### src/rtl/gspwm_pkg.sv
package gspwm_pkg;

  // Strobes from the control unit to the datapath.
  typedef struct packed {
    logic run;     // blank low: counting and lighting allowed
    logic sample;  // this edge is the fault-sample edge
  } gsStrobe_t;

endpackage

### src/rtl/gspwm_ctrl.sv
module gspwm_ctrl
  import gspwm_pkg::*;
#(
  parameter int CNT_W       = 16,
  parameter int SAMPLE_EDGE = 33
) (
  input  logic             clk,
  input  logic             rst_n,
  input  logic             blank,
  output gsStrobe_t        strobe,
  output logic [CNT_W-1:0] count
);

  localparam logic [CNT_W-1:0] SAMPLE_CNT = CNT_W'(SAMPLE_EDGE - 1);
  localparam logic [CNT_W-1:0] CNT_LAST   = '1;

  logic firstPeriod;

  always_ff @(posedge clk) begin
    if (!rst_n) begin
      count       <= '0;
      firstPeriod <= 1'b1;
    end else if (blank) begin
      count       <= '0;
      firstPeriod <= 1'b1;
    end else begin
      count <= count + 1'b1;
      if (count == CNT_LAST) firstPeriod <= 1'b0;
    end
  end

  always_comb begin
    strobe.run    = !blank;
    strobe.sample = !blank && firstPeriod && (count == SAMPLE_CNT);
  end

endmodule

### src/rtl/gspwm_datapath.sv
module gspwm_datapath
  import gspwm_pkg::*;
#(
  parameter int NUM_CH  = 16,
  parameter int CNT_W   = 16,
  parameter int NUM_GRP = 4,
  parameter int LOD_MIN = 4097
) (
  input  logic                    clk,
  input  logic                    rst_n,
  input  gsStrobe_t               strobe,
  input  logic [CNT_W-1:0]        count,
  input  logic [NUM_CH*CNT_W-1:0] gsValue,
  input  logic [NUM_CH-1:0]       lowVolt,
  output logic [NUM_CH-1:0]       chanOn,
  output logic [NUM_CH-1:0]       lodStatus,
  output logic                    errOeN
);

  localparam logic [CNT_W-1:0] LOD_LIM = CNT_W'(LOD_MIN);

  logic [NUM_CH-1:0]               nomNext;
  logic [NUM_CH-1:0]               qualified;
  logic [NUM_CH-1:0]               delayedOn;
  logic [NUM_CH-1:0]               hit;
  logic [NUM_CH-1:0]               forceOff;
  logic [NUM_CH-1:0]               statusReg;
  logic [NUM_GRP-1:0][NUM_CH-1:0]  stage;

  // Per-channel compare against the counter and the fault threshold.
  for (genvar i = 0; i < NUM_CH; i++) begin : g_chan
    logic [CNT_W-1:0] gsCh;
    assign gsCh         = gsValue[i*CNT_W +: CNT_W];
    assign nomNext[i]   = strobe.run && (count < gsCh);
    assign qualified[i] = (gsCh >= LOD_LIM);
    assign delayedOn[i] = stage[i % NUM_GRP][i];
  end

  // Stagger line: stage d is the nominal pattern delayed by d clocks.
  always_ff @(posedge clk) begin
    if (!rst_n) begin
      stage <= '0;
    end else begin
      stage[0] <= nomNext;
      for (int d = 1; d < NUM_GRP; d++) begin
        stage[d] <= strobe.run ? stage[d-1] : '0;
      end
    end
  end

  assign chanOn = delayedOn & ~forceOff;
  assign hit    = chanOn & lowVolt & qualified;

  // Fault latch and automatic turn-off.
  always_ff @(posedge clk) begin
    if (!rst_n) begin
      forceOff  <= '0;
      statusReg <= '0;
    end else begin
      if (!strobe.run)        forceOff <= '0;
      else if (strobe.sample) forceOff <= forceOff | hit;
      if (strobe.sample) statusReg <= hit;
    end
  end

  assign lodStatus = statusReg & qualified;
  assign errOeN    = !(strobe.run && (|lodStatus));

endmodule

### src/rtl/gspwm_top.sv
module gspwm_top
  import gspwm_pkg::*;
#(
  parameter int NUM_CH      = 16,
  parameter int CNT_W       = 16,
  parameter int NUM_GRP     = 4,
  parameter int SAMPLE_EDGE = 33,
  parameter int LOD_MIN     = 4097
) (
  input  logic                    clk,
  input  logic                    rst_n,
  input  logic                    blank,
  input  logic [NUM_CH*CNT_W-1:0] gsValue,
  input  logic [NUM_CH-1:0]       lowVolt,
  output logic [NUM_CH-1:0]       chanOn,
  output logic [NUM_CH-1:0]       lodStatus,
  output logic                    errOeN
);

  gsStrobe_t        strobe;
  logic [CNT_W-1:0] count;

  gspwm_ctrl #(
    .CNT_W      (CNT_W),
    .SAMPLE_EDGE(SAMPLE_EDGE)
  ) u_ctrl (
    .clk   (clk),
    .rst_n (rst_n),
    .blank (blank),
    .strobe(strobe),
    .count (count)
  );

  gspwm_datapath #(
    .NUM_CH (NUM_CH),
    .CNT_W  (CNT_W),
    .NUM_GRP(NUM_GRP),
    .LOD_MIN(LOD_MIN)
  ) u_dp (
    .clk      (clk),
    .rst_n    (rst_n),
    .strobe   (strobe),
    .count    (count),
    .gsValue  (gsValue),
    .lowVolt  (lowVolt),
    .chanOn   (chanOn),
    .lodStatus(lodStatus),
    .errOeN   (errOeN)
  );

endmodule

### config.mk
export PLATFORM = sky130hd
export DESIGN_NAME = gspwm_top
export DESIGN_NICKNAME = d
export VERILOG_FILES = /design/src/rtl/gspwm_pkg.sv /design/src/rtl/gspwm_ctrl.sv /design/src/rtl/gspwm_datapath.sv /design/src/rtl/gspwm_top.sv
export SDC_FILE = /design/constraint.sdc
export NUM_CORES = 1
export LEC_CHECK = 0
export BUFFER_PORTS_ARGS = -buffer_cell sky130_fd_sc_hd__buf_2
export CORE_AREA = 2 2 149 180
export CTS_CLUSTER_SIZE = 14
export DETAILED_ROUTE_END_ITERATION = 10
export DIE_AREA = 0 0 151 182
export GPL_TIMING_DRIVEN = 0
export MAX_ROUTING_LAYER = met4
export PLACE_DENSITY = 0.73
export SKIP_CTS_REPAIR_TIMING = 1
export SYNTH_ARGS = -nofsm -noshare
export SYNTH_HDL_FRONTEND = slang
export SYNTH_HIERARCHICAL = 1
export SYNTH_SLANG_ARGS = --single-unit
export TNS_END_PERCENT = 1
### constraint.sdc
create_clock -name clk -period 7.05 [get_ports clk]
set_input_delay 1.41 -clock clk [delete_from_list [all_inputs] [get_ports clk]]
set_output_delay 1.41 -clock clk [all_outputs]
set_load 0.1 [all_outputs]
==> results of run 1 <==
-- per-layer routing --
layer / share of wire, % / track usage (%) / vias to the layer above
met5: 0 / - / -
met4: 4.1 / 10.4 / 0
met3: 4.7 / 2.74 / 85
met2: 49 / 43.0 / 322
met1: 42 / 29.2 / 4894
li1: - / - / 5161
-- per-stage QoR --
step / hold slack (ns) / total power [mW] / utilization [%] / std cells / area (sq um)
after detailed placement: 0.451 / 0.826 / 46.0 / 1896 / 11900
after global routing: 0.480 / 1.34 / 47.1 / 1916 / 12200
after CTS: 0.463 / 1.28 / 47.1 / 1912 / 12200
after floorplan: 0.441 / 0.678 / - / 1254 / 9940
after global placement: 0.446 / 0.818 / 46.0 / 1896 / 11900
final: 0.457 / 1.27 / 47.1 / 1917 / 12200
-- flip-flops by register name, summed over array words and instances (netlist names) --
| name | cells |
|---|---|
| u_ctrl/count | 16 |
| u_ctrl/firstPeriod | 1 |
| u_dp/delayedOn | 16 |
| u_dp/forceOff | 16 |
| u_dp/stage | 24 |
| u_dp/statusReg | 16 |
-- synth_stat cells, types with 10 or more instances --
| master | n |
|---|---|
| sky130_fd_sc_hd__nand2_1 | 29 |
| sky130_fd_sc_hd__nand3_1 | 44 |
| sky130_fd_sc_hd__and3_1 | 26 |
| sky130_fd_sc_hd__dfxtp_1 | 89 |
| sky130_fd_sc_hd__nor2b_1 | 32 |
| sky130_fd_sc_hd__nor4_1 | 47 |
| sky130_fd_sc_hd__a21oi_1 | 58 |
| sky130_fd_sc_hd__a211o_1 | 16 |
| sky130_fd_sc_hd__nand4_1 | 56 |
| sky130_fd_sc_hd__nor2_1 | 49 |
| sky130_fd_sc_hd__o21ai_0 | 24 |
| sky130_fd_sc_hd__nor4_2 | 10 |
| sky130_fd_sc_hd__a21o_1 | 64 |
| sky130_fd_sc_hd__and2_1 | 22 |
| sky130_fd_sc_hd__a31oi_1 | 12 |
| sky130_fd_sc_hd__ha_1 | 242 |
| sky130_fd_sc_hd__a221oi_1 | 16 |
| sky130_fd_sc_hd__a211oi_1 | 16 |
| sky130_fd_sc_hd__nor3_1 | 22 |
| sky130_fd_sc_hd__o211ai_1 | 18 |
| sky130_fd_sc_hd__o21a_1 | 30 |
| sky130_fd_sc_hd__nand2b_1 | 20 |
| sky130_fd_sc_hd__clkbuf_1 | 15 |
| sky130_fd_sc_hd__inv_1 | 257 |
-- area by class of cell --
type                    count  share of cell area [%]
clock buffers               9                    1.85
inverters                 257                    7.91
repair buffers            307                    12.6
multi-input cells         891                    58.5
plain buffers              17                   0.544
diodes                      5                   0.103
flip-flops and latches     89                    14.7
well taps                 335                    3.44
clock inverters             7                   0.431
-- worst max path at each step --
stage / start / depth (start not counted) / to / slack (ns)
after detailed placement: gsValue[49] / 7 / errOeN / 1.61
final: gsValue[49] / 7 / errOeN / 1.75
after floorplan: gsValue[68] / 5 / errOeN / 1.66
after global routing: gsValue[49] / 7 / errOeN / 1.61
after global placement: gsValue[49] / 7 / errOeN / 1.63
after CTS: gsValue[49] / 7 / errOeN / 1.61
-- power by group through the flow --
stage | sequential (mW) | clock [mW] | combinational [mW]
final | 0.516 | 0.450 | 0.301
after global routing | 0.517 | 0.482 | 0.337
after CTS | 0.516 | 0.460 | 0.300
after detailed placement | 0.528 | 0 | 0.299
after global placement | 0.528 | 0 | 0.290
after floorplan | 0.524 | 0 | 0.154
-- cells by family (layout without fill, tap and decap cells) --
kind of cell / after synthesis / in the layout / synth area share [%]
AND/OR/NAND/NOR: 370 / 370 / 21.6
buffers and inverters: 274 / 597 / 10.4
AO/OA/AOI/OAI: 272 / 272 / 18.9
adder cells (fa/ha/maj): 242 / 242 / 30.5
flip-flops: 89 / 89 / 17.9
multiplexers: 4 / 4 / 0.403
XOR/XNOR: 3 / 3 / 0.264
other: 0 / 5 / 0
-- worst max-delay path, delay by kind of cell --
| family | cells | cell delay (ns) |
|---|---|---|
| AO/OA/AOI/OAI | 4 | 1.55 |
| buffers and inverters | 2 | 0.60 |
| AND/OR/NAND/NOR | 1 | 0.31 |
==> results.md, run 1 <==
Power and ir drop:
- For this design the ratio of total power to cell area is roughly 100 nW/um^2.
- In this run the static leakage power is 7.43 nW.
- The clock network accounts for between 30 and 40% of the total power.
- The share of total power in combinational logic is roughly a quarter.
- The maximum resistive drop on vdd is 0.0951 mV.
- In this run switching power makes up 30.5% of total power.
- Registers are responsible for between 40% and 50% of the overall power.
- Cell internal power was estimated by the tool at 0.881 mW.
- The reported net switching power is about 0.39 mW.

Cells and area:
- The ratio of cells with drive above 1 in the final layout is around 22%.
- The area used by multi-input combinational logic is around 7100 sq um.
- The library cell used most frequently in the layout, excluding fill and tap cells, is sky130_fd_sc_hd__buf_2.
- The storage element area is around 1800 sq um.
- The number of fillers in the final layout is around 2600.
- The count of nets after finishing is ~2100.
- The synthesis-to-layout area growth is 22.6%.
- Leaving out fill and tap cells, the most frequent cells in the layout are sky130_fd_sc_hd__buf_2, sky130_fd_sc_hd__inv_1, sky130_fd_sc_hd__ha_1.

Synth:
- Yosys attributes the largest share of cell area to sky130_fd_sc_hd__ha_1, sky130_fd_sc_hd__dfxtp_1, sky130_fd_sc_hd__inv_1.
- Counting every net in the synthesized netlist gives roughly 1800.
- Counting flops with a built-in enable in the synthesized netlist gives 0.
- The count of different cell masters after synthesis is 44.
- The synthesized cell area is ~9900 sq um.
- In this run, synthesis produced a sequential element count of between 80 and 90.
- The synthesis warning total is 6.
- Summing the sequential cell areas from Yosys gives between 10% and 20% of the chip area.
- Summed over all instances, the cell type with the most area after synthesis is sky130_fd_sc_hd__ha_1.
- The number of standard cells after synthesis is between 1000 and 1500.
- The synthesized area divided by synthesized cell count is roughly 8 sq um.
- Counting flops with an async set or reset pin after synthesis yields a share of 0%.
- The area share of the leading cell type in the synthesized netlist is 30.5%.
- Among all flip-flop cells after synthesis, the most frequent one is sky130_fd_sc_hd__dfxtp_1.

STA:
- Clock skew on the completed layout was measured at 0.0118 ns.
- Setup repair after global routing left no endpoint under its margin.
- The aggregate negative setup slack is 0 ns.
- The final critical path takes up roughly 75% of the cycle.
- The worst slew margin relative to its limit is 5.56%.
- The shortest period the worst path allows is roughly 5.3 ns.
- The measured slew at the worst slew-check pin is roughly 1.4 ns.
- The hold violation total from the final report is 0.
- The final setup violation count is 0.
- For this run, the top clock speed supported by timing is ~0.19 GHz.
- The worst path meets setup with 1.75 ns of slack.
- The final count of pins violating max slew is 0.

Clock tree:
- The H-tree depth is 3.
- The TritonCTS clock tree is built.
- The clock passes through at most 2 buffers.
- The clock reaches the later pin of the worst-skew pair after 0.34 ns.
- Clock-pin slew was measured on the worst setup and hold paths at approximately 0.06 ns.
- The clock tree root buffer cell is sky130_fd_sc_hd__clkbuf_16.
- The tree built by TritonCTS fans out to 89 sinks.
- The number of buffers created by CTS is 9.

Worst setup path:
- In this run the worst path has a maximum fanout of 2.
- Data arrives at the worst endpoint at 3.89 ns.
- The capture point of the worst reg-to-reg path is u_dp/statusReg[1]$_SDFFE_PN0P_.
- The minimum setup slack among reg-to-reg paths is around 2.8 ns.
- The type of the worst setup path is input port to output port.
- Traced cell by cell, the critical path runs through buf_2, nor4_1, a31oi_1, o21ai_0, o2111ai_1, o41ai_2, buf_2.
- The peak per-stage delay on the critical path is approximately 0.63 ns.
- On the critical path, the stage with the largest delay is an instance of sky130_fd_sc_hd__o21ai_0.
- In this run the critical register-to-register path is launched from u_ctrl/count[5]$_SDFF_PP0_.
- The worst setup path is captured at an output port.
- The worst setup path is launched from an input port.
- The cell repeated most along the worst path is sky130_fd_sc_hd__buf_2.
- The number of cells on the worst reg-to-reg path is 8.
- For the worst setup path, the data required time is ~5.6 ns.

Routing:
- For this run, design rule violations remaining after detail routing come to 0.
- The first routing iteration left just over 500 violations.
- The total via count in the routed design is about 10000.
- The average via count per standard cell is 5.46.
- The final antenna-violating net count is 0.
- The pre-antenna-repair detailed-routing pass consisted of 5 iterations.
- The overall routed net length is ~35000 um.
- Dividing the detail-routed wire length by the instance count gives ~18 um.

Run:
- The tool flagged a number of max-cap violations equal to 0.

Placement:
- The wire-length estimate of the detail-placed layout is 26400 um.
- The congestion estimate from routability-driven global placement came to between 0.9 and 1.
- The pre-CTS worst setup slack is ~1.6 ns.
- During placement, the flow inserted port buffers numbering approximately 300.

Global routing:
- The total track usage is approximately a quarter.
- The pin count of the biggest net entering global routing is 24.
- After global routing the overflow that remains totals 0.
- The via count of the first global-routing pass is 10200.
- The initial antenna violation count is 4.
- The first global-routing pass estimated 51400 um of wire.

Die:
- The core region area is ~26000 sq um.
- The x dimension of the die is roughly 150 um.
- The row count is between 60 and 70.
- The starting density of the core is 38.4%.
- The die footprint is 27500 sq um.
- The die span in y is approximately 180 um.
- The I/O pin count is 308.

Outcome:
- The flow ran to the end, and the final reports show no timing, DRC or antenna violations.

Hold path:
- The sink of the worst hold path is u_dp/delayedOn[10]$_SDFF_PN0_.
- In this run the worst hold path is classified as flop to flop.
- The startpoint identified for the worst hold timing path is u_dp/stage[26]$_SDFF_PN0_.
- Counting instances, the worst hold path has a depth of 1.
Power figures use the tool's default switching activity.
==> inputs of run 2 (changes only) <==
Settings changed: PLACE_DENSITY 0.73 to 0.76.
Clock period 7.05 ns to 4.6 ns, I/O delays scaled along.
==> run 2 against run 1 <==
Net effect:
- worst hold slack better by 0.0084 ns
- total power up 65%
- largest power group is now clock
- sequential cell count unchanged
- non-clock buffer count unchanged
- clock-buffer cell count unchanged
- core utilization up 0.23 points
- cell count down 0.16%
- first-iteration DRC count down 8.1%
- critical path depth up 1
- clock skew down 0.0030 ns
==> results.md, run 2 (synthesized netlist as in run 1, its figures left out) <==
Worst setup path:
- Across all register-to-register paths, the minimum setup slack is ~0.38 ns.
- The number of cells on the worst reg-to-reg path is 8.
- The startpoint identified for the worst register-to-register timing path is u_ctrl/count[5]$_SDFF_PP0_.
- At the worst endpoint, the required time is slightly below 5 ns.
- Data on the critical path arrives at its endpoint at between 4 and 5 ns.
- The worst setup path is of the flop to flop kind.
- Of all nets on the critical path, the largest fanout is 17.
- The startpoint kind of the worst setup timing path is a flop.
- The worst setup path is captured at a flop.
- The capture point of the worst reg-to-reg path is u_dp/statusReg[13]$_SDFFE_PN0P_.

Clock tree:
- The tree built by TritonCTS fans out to between 80 and 90 sinks.
- In this run the deepest clock path goes through 2 buffers.
- After clock tree synthesis, the clock-pin slew on the worst setup and hold paths is approximately 0.070 ns.
- TritonCTS built the clock tree.
- The H-tree depth is 3.
- The clock tree root buffer cell is sky130_fd_sc_hd__clkbuf_16.
- The later pin in the worst-skew pair is clocked with a latency of roughly 0.34 ns.
- Clock tree synthesis inserted a total of 9 buffers.

Cells and area:
- Leaving out fill and tap cells, the most frequent cell in the layout is sky130_fd_sc_hd__buf_2.
- u_dp/stage holds more flip-flops than any other register.
- The count of nets after finishing is around 2100.
- Leaving out fill and tap cells, the most frequent cells in the layout are sky130_fd_sc_hd__buf_2, sky130_fd_sc_hd__inv_1, sky130_fd_sc_hd__ha_1.
- The ratio of cells with drive above 1 in the final layout is 21.9%.
- The synthesis-to-layout area growth is 23.2%.
- The register with the most flip-flops in the layout has 24 of them.
- The filler cells instantiated in the layout total ~2600.

Hold path:
- The path with the worst hold slack has its endpoint at u_dp/delayedOn[6]$_SDFF_PN0_.
- The path class of the tightest hold or removal check is flop to flop.
- In this run the most critical hold path is launched from u_dp/stage[22]$_SDFF_PN0_.
- Along the worst hold path, the cell count comes to 1.

Die:
- The core region area is between 20000 and 30000 sq um.
- The die span in y is roughly 180 um.
- The initial utilization of the core area, before any placement, comes to between 30 and 40%.
- In this run the core area contains 65 standard-cell rows.
- The x dimension of the die is ~150 um.
- The die covers between 20000 and 30000 sq um.
- The I/O pin count is about 300.

Routing:
- For this block, the routed nets add up to about 35000 um of wire.
- In this run, the number of DRC markers left after iteration 0 of detailed routing was 474.
- The count of nets left with antenna violations once routing finished came out at 0.
- Dividing the detail-routed via count by the number of cells gives around 5.5.
- The remaining routing DRC violations is 0.
- The total via count in the routed design is 10500.
- After detailed routing, the average wire length per cell comes to around 18 um.
- The first detailed-routing pass took 5 iterations.

STA:
- For the finished layout, the period the worst path requires is ~4.2 ns.
- The measured slew at the worst slew-check pin is about 1.4 ns.
- Based on the critical path, the design can be clocked at up to around 0.24 GHz.
- In this run the tightest slew margin relative to its limit is between 3 and 4%.
- Setup repair after global routing left no endpoint under its margin.
- The clock skew is between 0.008 and 0.009 ns.
- The final setup violation count is 0.
- The portion of the clock cycle consumed by the worst path in the final layout is between 90% and 100%.
- The final count of pins violating max slew is 0.
- After routing, the total negative slack on setup checks comes to 0 ns.
- The hold violation total from the final report was 0.

Placement:
- The congestion estimate from routability-driven global placement came to about 0.90.
- The estimated wirelength of the detail-placed design is around 27000 um.
- The quantity of I/O buffers inserted on ports is 307.

Power and ir drop:
- The reported net switching power is roughly 0.6 mW.
- The total power after layout is 2.09 mW.
- Power spread over the standard cell area amounts to 171 nW/um^2.
- Of the total power, the clock network draws about two fifths.
- The cell-internal power is between 1.5 and 2 mW.
- IR analysis of the VDD net gives a maximum drop of 0.208 mV.
- Per report_power, the combinational group accounts for between 20% and 30% of the total.
- The leakage power total is approximately 7.5 nW.
- Sequential cells account for 37.8% of the total power.
- Net switching is 27.8% of the power.

Global routing:
- The wire length of the first global-routing pass is 52000 um.
- The initial antenna violation count is 2.
- For this run, the total global-route usage over all layers was measured as ~25%.
- Entering global routing, the biggest net connects 24 pins.
- Global routing finished with a remaining overflow of 0.
- The via count of the first global-routing pass is approximately 10000.

Outcome:
- The flow ran to the end, and the final reports show no timing, DRC or antenna violations.

Run:
- Across the run, the number of max-cap violations was 0.
-- run 2: layer usage --
metal  track usage (%)  up-vias  wire length, um  share of wire [%]
met5                 -        -                0                  0
met4              10.7        0             1440                4.1
met3              3.97       93             1810                5.2
met2              44.4      374            17200                 49
met1              28.7     4849            14400                 41
li1                  -     5148                -                  -
-- run 2: per-stage QoR --
stage	util (%)	area (sq um)	std cells	hold slack, ns	worst slack [ns]
after floorplan	-	9940	1254	0.441	0.193
after global placement	46.0	11900	1896	0.446	0.0335
after detailed placement	46.0	11900	1896	0.453	0.0222
after CTS	47.3	12200	1912	0.469	0.0276
after global routing	47.4	12300	1914	0.478	0.159
final	47.4	12300	1914	0.465	0.375
-- run 2: how the worst max path moves through the flow --
stage	startpoint	endpoint	slack, ns	cells after the start
final	u_ctrl/count[5]$_SDFF_PP0_	u_dp/statusReg[13]$_SDFFE_PN0P_	0.38	8
after global routing	u_ctrl/count[5]$_SDFF_PP0_	u_dp/statusReg[13]$_SDFFE_PN0P_	0.16	8
after CTS	gsValue[49]	errOeN	0.03	7
after detailed placement	gsValue[49]	errOeN	0.02	7
after global placement	gsValue[49]	errOeN	0.03	7
after floorplan	gsValue[68]	errOeN	0.19	5
-- run 2: area by class of cell --
cell class | count | area, sq um | share of cell area, %
clock buffer | 9 | 225 | 1.84
clock inverter | 7 | 119 | 0.970
inverter | 257 | 965 | 7.87
antenna | 2 | 5.00 | 0.0409
buffer | 17 | 66.3 | 0.541
timing repair buffer | 307 | 1540 | 12.5
tap | 335 | 419 | 3.42
multi-input combinational | 891 | 7130 | 58.2
sequential | 89 | 1790 | 14.6
-- run 2: critical path, cell delays in order, from the launching register on --
cell	delay, ns
sky130_fd_sc_hd__dfxtp_1	1.20
sky130_fd_sc_hd__buf_2	0.37
sky130_fd_sc_hd__nor4b_1	0.27
sky130_fd_sc_hd__nand4_1	0.13
sky130_fd_sc_hd__nor4b_1	0.87
sky130_fd_sc_hd__clkbuf_1	0.72
sky130_fd_sc_hd__nand3_1	0.29
sky130_fd_sc_hd__o22ai_1	0.17
sky130_fd_sc_hd__and2_1	0.14
-- run 2: power by group through the flow --
stage                     Clock, mW  Sequential, mW  Combinational (mW)
after floorplan                   0           0.803               0.235
after global placement            0           0.809               0.446
after detailed placement          0           0.809               0.458
after CTS                     0.856           0.792               0.461
after global routing          0.888           0.793               0.515
final                         0.838           0.792               0.463
